[src/rtl/bscan_pkg.sv]
// Shared mode encoding and helpers for the pad boundary scan group.
// Assumes mode codes are driven by an external test controller.
package bscan_pkg;

    typedef enum logic [2:0] {
        BS_FUNC   = 3'd0,
        BS_EXTEST = 3'd1,
        BS_SAMPLE = 3'd2,
        BS_CLAMP  = 3'd3,
        BS_HIGHZ  = 3'd4,
        BS_CONFIG = 3'd5
    } bs_mode_e;

    localparam int CELLS_PER_PAD = 3;
    localparam int SLOT_IN  = 0;
    localparam int SLOT_OUT = 1;
    localparam int SLOT_OE  = 2;

    typedef struct packed {
        logic in_v;
        logic out_v;
        logic oe_v;
    } pad_upd_t;

    // Scan stages react to strobes in every mode except clamp and high-Z.
    function automatic logic chain_active(input logic [2:0] m);
        return !(m == BS_CLAMP || m == BS_HIGHZ);
    endfunction

    // Update stages own the pad in external test and clamp.
    function automatic logic scan_owns_pad(input logic [2:0] m);
        return (m == BS_EXTEST || m == BS_CLAMP);
    endfunction

    // Output enable forced off in high-Z and configuration.
    function automatic logic oe_forced_off(input logic [2:0] m);
        return (m == BS_HIGHZ || m == BS_CONFIG);
    endfunction

endpackage

[src/rtl/bscan_cell.sv]
// One scan element: a capture/shift stage on the rising edge and an
// update stage on the falling edge. Assumes the controller never needs
// shift while capturing; capture wins if both are high.
module bscan_cell (
    input  logic clk,
    input  logic rst_n,
    input  logic run,
    input  logic capture,
    input  logic shift,
    input  logic upd,
    input  logic cap_d,
    input  logic si,
    output logic q,
    output logic u
);

    // Capture/shift stage, rising edge.
    always_ff @(posedge clk) begin
        if (!rst_n)
            q <= 1'b0;
        else if (run && capture)
            q <= cap_d;
        else if (run && shift)
            q <= si;
    end

    // Update stage, falling edge.
    always_ff @(negedge clk) begin
        if (!rst_n)
            u <= 1'b0;
        else if (run && upd)
            u <= q;
    end


    cell_shift_chk: assert property (@(posedge clk) disable iff (!rst_n)
        (run && shift && !capture) |=> (q == $past(si)));


    cell_capture_chk: assert property (@(posedge clk) disable iff (!rst_n)
        (run && capture) |=> (q == $past(cap_d)));


    upd_hold_chk: assert property (@(negedge clk) disable iff (!rst_n)
        !(run && upd) |=> $stable(u));


    upd_load_chk: assert property (@(negedge clk) disable iff (!rst_n)
        (run && upd) |=> (u == $past(q)));

endmodule

[src/rtl/bscan_lockup.sv]
// Falling-edge retiming stage placed after a rising-edge launcher so the
// next rising-edge receiver sees data held across half a period.
module bscan_lockup (
    input  logic clk,
    input  logic rst_n,
    input  logic d,
    output logic q
);

    // Retime on the opposite edge.
    always_ff @(negedge clk) begin
        if (!rst_n)
            q <= 1'b0;
        else
            q <= d;
    end

endmodule

[src/rtl/bscan_pad_mux.sv]
// Per-pad selection between core signals and update stages by mode.
// Purely combinational; assumes the update values are stable per half period.
module bscan_pad_mux
    import bscan_pkg::*;
(
    input  logic [2:0] mode,
    input  logic       core_out,
    input  logic       core_oe,
    input  logic       pad_in,
    input  pad_upd_t   upd,
    output logic       pad_out,
    output logic       pad_oe,
    output logic       core_in
);

    // Steer pad and core sides from mode.
    always_comb begin
        if (scan_owns_pad(mode)) begin
            pad_out = upd.out_v;
            pad_oe  = upd.oe_v;
            core_in = upd.in_v;
        end else begin
            pad_out = core_out;
            pad_oe  = oe_forced_off(mode) ? 1'b0 : core_oe;
            core_in = pad_in;
        end
    end

endmodule

[src/rtl/bscan_pad_group.sv]
// Boundary scan cells for NUM_PADS bidirectional pads, three elements
// per pad on one serial path. LOCKUP_EVERY_PAD inserts a falling-edge
// retiming stage between pad groups; one always feeds scan_out.
module bscan_pad_group
    import bscan_pkg::*;
#(
    parameter int NUM_PADS         = 8,
    parameter bit LOCKUP_EVERY_PAD = 1'b1
) (
    input  logic                clk,
    input  logic                rst_n,
    input  logic [2:0]          mode_sel,
    input  logic                capture_en,
    input  logic                shift_en,
    input  logic                update_en,
    input  logic                scan_in,
    output logic                scan_out,
    input  logic [NUM_PADS-1:0] core_out,
    input  logic [NUM_PADS-1:0] core_oe,
    output logic [NUM_PADS-1:0] core_in,
    input  logic [NUM_PADS-1:0] pad_in,
    output logic [NUM_PADS-1:0] pad_out,
    output logic [NUM_PADS-1:0] pad_oe
);

    localparam int NUM_CELLS = NUM_PADS * CELLS_PER_PAD;
    localparam int LAST      = NUM_CELLS - 1;

    logic                 run;
    logic [NUM_CELLS-1:0] chain_q;
    logic [NUM_CELLS-1:0] chain_u;
    logic [NUM_CELLS-1:0] chain_si;
    logic [NUM_CELLS-1:0] chain_cap;
    logic [NUM_PADS-1:0]  pad_tail;

    assign run = chain_active(mode_sel);

    generate
        for (genvar p = 0; p < NUM_PADS; p++) begin : g_pad
            localparam int B = p * CELLS_PER_PAD;

            assign chain_cap[B + SLOT_IN]  = pad_in[p];
            assign chain_cap[B + SLOT_OUT] = core_out[p];
            assign chain_cap[B + SLOT_OE]  = core_oe[p];

            // Entry of this pad's group.
            if (p == 0) begin : g_head
                assign chain_si[B] = scan_in;
            end else begin : g_link
                assign chain_si[B] = pad_tail[p-1];
            end
            assign chain_si[B + SLOT_OUT] = chain_q[B + SLOT_IN];
            assign chain_si[B + SLOT_OE]  = chain_q[B + SLOT_OUT];

            // Exit of this pad's group, retimed when selected.
            if (LOCKUP_EVERY_PAD && p < NUM_PADS - 1) begin : g_lock
                bscan_lockup u_lock (
                    .clk   (clk),
                    .rst_n (rst_n),
                    .d     (chain_q[B + SLOT_OE]),
                    .q     (pad_tail[p])
                );
            end else begin : g_direct
                assign pad_tail[p] = chain_q[B + SLOT_OE];
            end

            for (genvar s = 0; s < CELLS_PER_PAD; s++) begin : g_slot
                bscan_cell u_cell (
                    .clk     (clk),
                    .rst_n   (rst_n),
                    .run     (run),
                    .capture (capture_en),
                    .shift   (shift_en),
                    .upd     (update_en),
                    .cap_d   (chain_cap[B + s]),
                    .si      (chain_si[B + s]),
                    .q       (chain_q[B + s]),
                    .u       (chain_u[B + s])
                );
            end

            pad_upd_t upd_v;
            assign upd_v = '{in_v:  chain_u[B + SLOT_IN],
                             out_v: chain_u[B + SLOT_OUT],
                             oe_v:  chain_u[B + SLOT_OE]};

            bscan_pad_mux u_mux (
                .mode     (mode_sel),
                .core_out (core_out[p]),
                .core_oe  (core_oe[p]),
                .pad_in   (pad_in[p]),
                .upd      (upd_v),
                .pad_out  (pad_out[p]),
                .pad_oe   (pad_oe[p]),
                .core_in  (core_in[p])
            );
        end
    endgenerate

    bscan_lockup u_tail_lock (
        .clk   (clk),
        .rst_n (rst_n),
        .d     (chain_q[LAST]),
        .q     (scan_out)
    );


    oe_forced_off_chk: assert property (@(posedge clk) disable iff (!rst_n)
        (mode_sel == BS_HIGHZ || mode_sel == BS_CONFIG) |-> (pad_oe == '0));


    clamp_freeze_chk: assert property (@(posedge clk) disable iff (!rst_n)
        (mode_sel == BS_CLAMP || mode_sel == BS_HIGHZ) |=> $stable(chain_q));


    scan_out_tracks_chk: assert property (@(posedge clk) disable iff (!rst_n)
        scan_out == chain_q[LAST]);

endmodule

[config.mk]
export PLATFORM = sky130hd
export DESIGN_NAME = bscan_pad_group
export DESIGN_NICKNAME = d
export VERILOG_FILES = /design/src/rtl/bscan_pkg.sv /design/src/rtl/bscan_cell.sv /design/src/rtl/bscan_lockup.sv /design/src/rtl/bscan_pad_mux.sv /design/src/rtl/bscan_pad_group.sv
export SDC_FILE = /design/constraint.sdc
export NUM_CORES = 1
export LEC_CHECK = 0
export ABC_AREA = 1
export BUFFER_PORTS_ARGS = -buffer_cell sky130_fd_sc_hd__buf_2
export CORE_MARGIN = 1.5
export CORE_UTILIZATION = 35
export DETAILED_ROUTE_END_ITERATION = 12
export GPL_TIMING_DRIVEN = 0
export PLACE_DENSITY = 0.5
export SYNTH_ARGS = -nofsm -noshare
export SYNTH_HDL_FRONTEND = slang
export SYNTH_HIERARCHICAL = 1
export SYNTH_SLANG_ARGS = --single-unit
[constraint.sdc]
create_clock -name clk -period 3.4 [get_ports clk]
set_clock_uncertainty 0.1 [all_clocks]
set_input_delay 0.34 -clock clk [delete_from_list [all_inputs] [get_ports clk]]
set_output_delay 0.34 -clock clk [all_outputs]
set_load 0.05 [all_outputs]
==> flow_summary.toml <==
[run_status]
status = "complete, no violations"

[layout]
antennaDiodeCount = 0
layout.cells.non_filler = 800
syn_to_final_growth_pct = 16.82
n_fill_cell = 1073
nNetsFinal = 703
layout_commonest_cell = "nand2_1"
drive_gt1_share_pct = 12.37
multi_input_comb_area_sq_mm = 0.001729
final_util_pct = 42.14
final_cell_mix = "nand2_1, inv_1, buf_2, dfxtp_1"
regArea_sq_mm = 0.001121

[setup_path]
worstPathRequired_ps = 2960
path_class = "flip-flop to primary output"
r2r-start = "g_pad[0].g_lock.u_lock/q$_SDFF_NN0_"
crit_path_cell_trace = "nand2_1 > nand2_1 > buf_2"
cp_num_cells = 3
crit_start = "g_pad[0].g_slot[2].u_cell/u$_SDFFE_NN0P_"
cp-start-kind = "flip-flop"
cp_slowest_cell = "dfxtp_1"
rrSetupSlack_ps = 860
crit_path_max_incr_delay_ps = 320
crit_buf_inv = 1
worstRegToRegCells = 4
end_kind = "primary output"
critical_path_arrival_ps = 2800
crit_family = "flip-flops"
cp_max_fo = 2
regToRegEndpoint = "g_pad[1].g_slot[0].u_cell/q$_SDFFE_PN0P_"
critPathMostFrequentCell = "nand2_1"

[route]
routed_wl_um = 8935
post_drt_wl_per_cell_um = 11.17
first_pass_iters = 4
remaining_drc_errors = 0
viasPerCell = 4.458
drtIter0Drc = 142
drtAntennaViolNets = 0
vias = 3566

[power_and_ir_drop]
peakVddDrop_v = 0.0001990
leakagePower_nw = 2.351
p_comb_share_pct = 26.2
power.switching_mw = 0.6539
seq_power_share_pct = 44.2
powerDensity_mw_per_mm2 = 435.6
internal-power_mw = 1.042
swShare_pct = 38.55
pwr-share-clk_pct = 29.6

[logic_synthesis]
synth.top_cell.area_share_pct = 33.63
synth_area_leaders = "dfxtp_1, nand2_1, inv_1"
synth-seq-cells = 56
yosysSeqAreaShare_pct = 33.63
yosys.area.top_type = "dfxtp_1"
synth_nets = 638
netlist_instances = 605
yosys_warnings = 6
synth_cell_types = 9
syn_area_sq_mm = 0.003333
synth.avg_cell_area_sq_um = 5.509

[timing]
tightestPinTransition_ps = 1307
hold_viol_final = 0
rsz0062_at_grt = "no"
setup_viol = 0
slew_viol_final = 0
relSlewSlack_pct = 12.84
timing.setup.tns_ps = 0
holdWs_ps = 227.4

[clock_network]
cts_hold_buf = 0
htree_levels = 2
clk_transition_reported_paths_ps = 100
cts_buffer_depth = 2
cts_root_buffer = "clkbuf_8"
cts_tree = "built"
cts_num_sinks = 56
clk_latency_ps = 360
cts_made_buffers = 5

[min_path]
hold_class = "primary input to flip-flop"
hold_start = "scan_in"
min_to = "g_pad[0].g_slot[0].u_cell/q$_SDFFE_PN0P_"
min_path_cells = 5

[floorplan]
initial_core_util_pct = 36.07
die_w_um = 100.6
core_area_sq_mm = 0.009240
dieArea_sq_mm = 0.01012
ioPinCount = 58
die_h_um = 100.6
placementRows = 35

[placed_design]
gp_congestion = 0.7159
dpl.cell_count = 791
io_buffer_count = 57
dp_hpwl_um = 4845

[global_route]
grtUsageTotal_pct = 18.16
grt_pass1_wl_um = 14810
grt_pass1_vias = 3141
grt_max_degree = 73
antenna_found_initial = 0
gr-total-overflow = 0

[flow_run]
cap_violations = 0
-- kinds of logic after synthesis --
| logic type | after synthesis | share of synthesized area, % |
|---|---|---|
| and+or+nand+nor | 339 | 39.98 |
| buffers and inverters | 137 | 15.43 |
| AOI/OAI and AO/OA | 73 | 10.96 |
| DFF | 56 | 33.63 |
-- power groups by stage --
stage | sequential, mW | clock (mW) | combinational (mW)
6_report | 0.749 | 0.502 | 0.445
5_1_grt | 0.756 | 0.577 | 0.504
4_1_cts | 0.749 | 0.532 | 0.449
3_5_place_dp | 0.761 | 0.118 | 0.441
3_3_place_gp | 0.761 | 0.118 | 0.435
2_1_floorplan | 0.755 | 0.118 | 0.306
-- metal layers --
layer	wire, um	vias to the layer above	part of all wire (%)	GRT usage (%)
met5	0	-	0	0
met4	51	0	0.57	3.575
met3	374	4	4.2	2.566
met2	4100	72	46	30.98
met1	4409	1566	49	24.49
li1	-	1924	-	-
-- worst max path at each step --
stage                                                          end  slack [ps]
after floorplan           g_pad[0].g_slot[0].u_cell/u$_SDFFE_NN0P_         130
after global placement    g_pad[4].g_slot[1].u_cell/u$_SDFFE_NN0P_        -630
after detailed placement  g_pad[4].g_slot[2].u_cell/u$_SDFFE_NN0P_        -670
after CTS                 g_pad[3].g_slot[2].u_cell/u$_SDFFE_NN0P_          20
after global routing      g_pad[3].g_slot[2].u_cell/u$_SDFFE_NN0P_          30
final                                                    pad_oe[0]         160
-- cell type report --
| type | count | share of cell area [%] |
|---|---|---|
| Clock buffer | 6 | 1.864 |
| Clock inverter | 34 | 3.342 |
| Inverter | 105 | 10.12 |
| Multi-Input combinational cell | 413 | 44.41 |
| Sequential cell | 56 | 28.79 |
| Tap cell | 129 | 4.145 |
| Timing Repair Buffer | 57 | 7.326 |
-- metrics by stage --
| stage | setup slack, ps | cell area (sq um) | power (mW) |
|---|---|---|---|
| final | 164.5 | 3894 | 1.696 |
| after global routing | 26.31 | 3894 | 1.838 |
| after floorplan | 132.7 | 3341 | 1.179 |
| after CTS | 24.78 | 3890 | 1.730 |
| after detailed placement | -670.7 | 3787 | 1.320 |
| after global placement | -633.8 | 3787 | 1.314 |
-- synth_stat cells (all sizes together) --
| cell | n |
|---|---|
| a21oi | 48 |
| o21ai | 25 |
| nor2 | 48 |
| dfxtp | 56 |
| nand2 | 259 |
| nand3 | 32 |
| inv | 137 |
-- worst min-delay path, cell delays in order --
cell	delay, ps
buf_2	70
inv_1	30
nand2_1	40
a21oi_1	50
nor2_1	70
-- state kept, by name (all words and copies together) (netlist names) --
register and flops:
u_tail_lock/q 1, g_pad.g_slot.u_cell/u 24, g_pad.g_slot.u_cell/q 24, g_pad.g_lock.u_lock/q 7
-- timing repair --
item | CTS | global route
cloned | 1 | 0
buffers inserted | 0 | 0
setup endpoints to repair | 24 | 24
pin swaps | 1 | 0
gates resized for setup | 1 | 1
(Power assumes the default switching activity.)
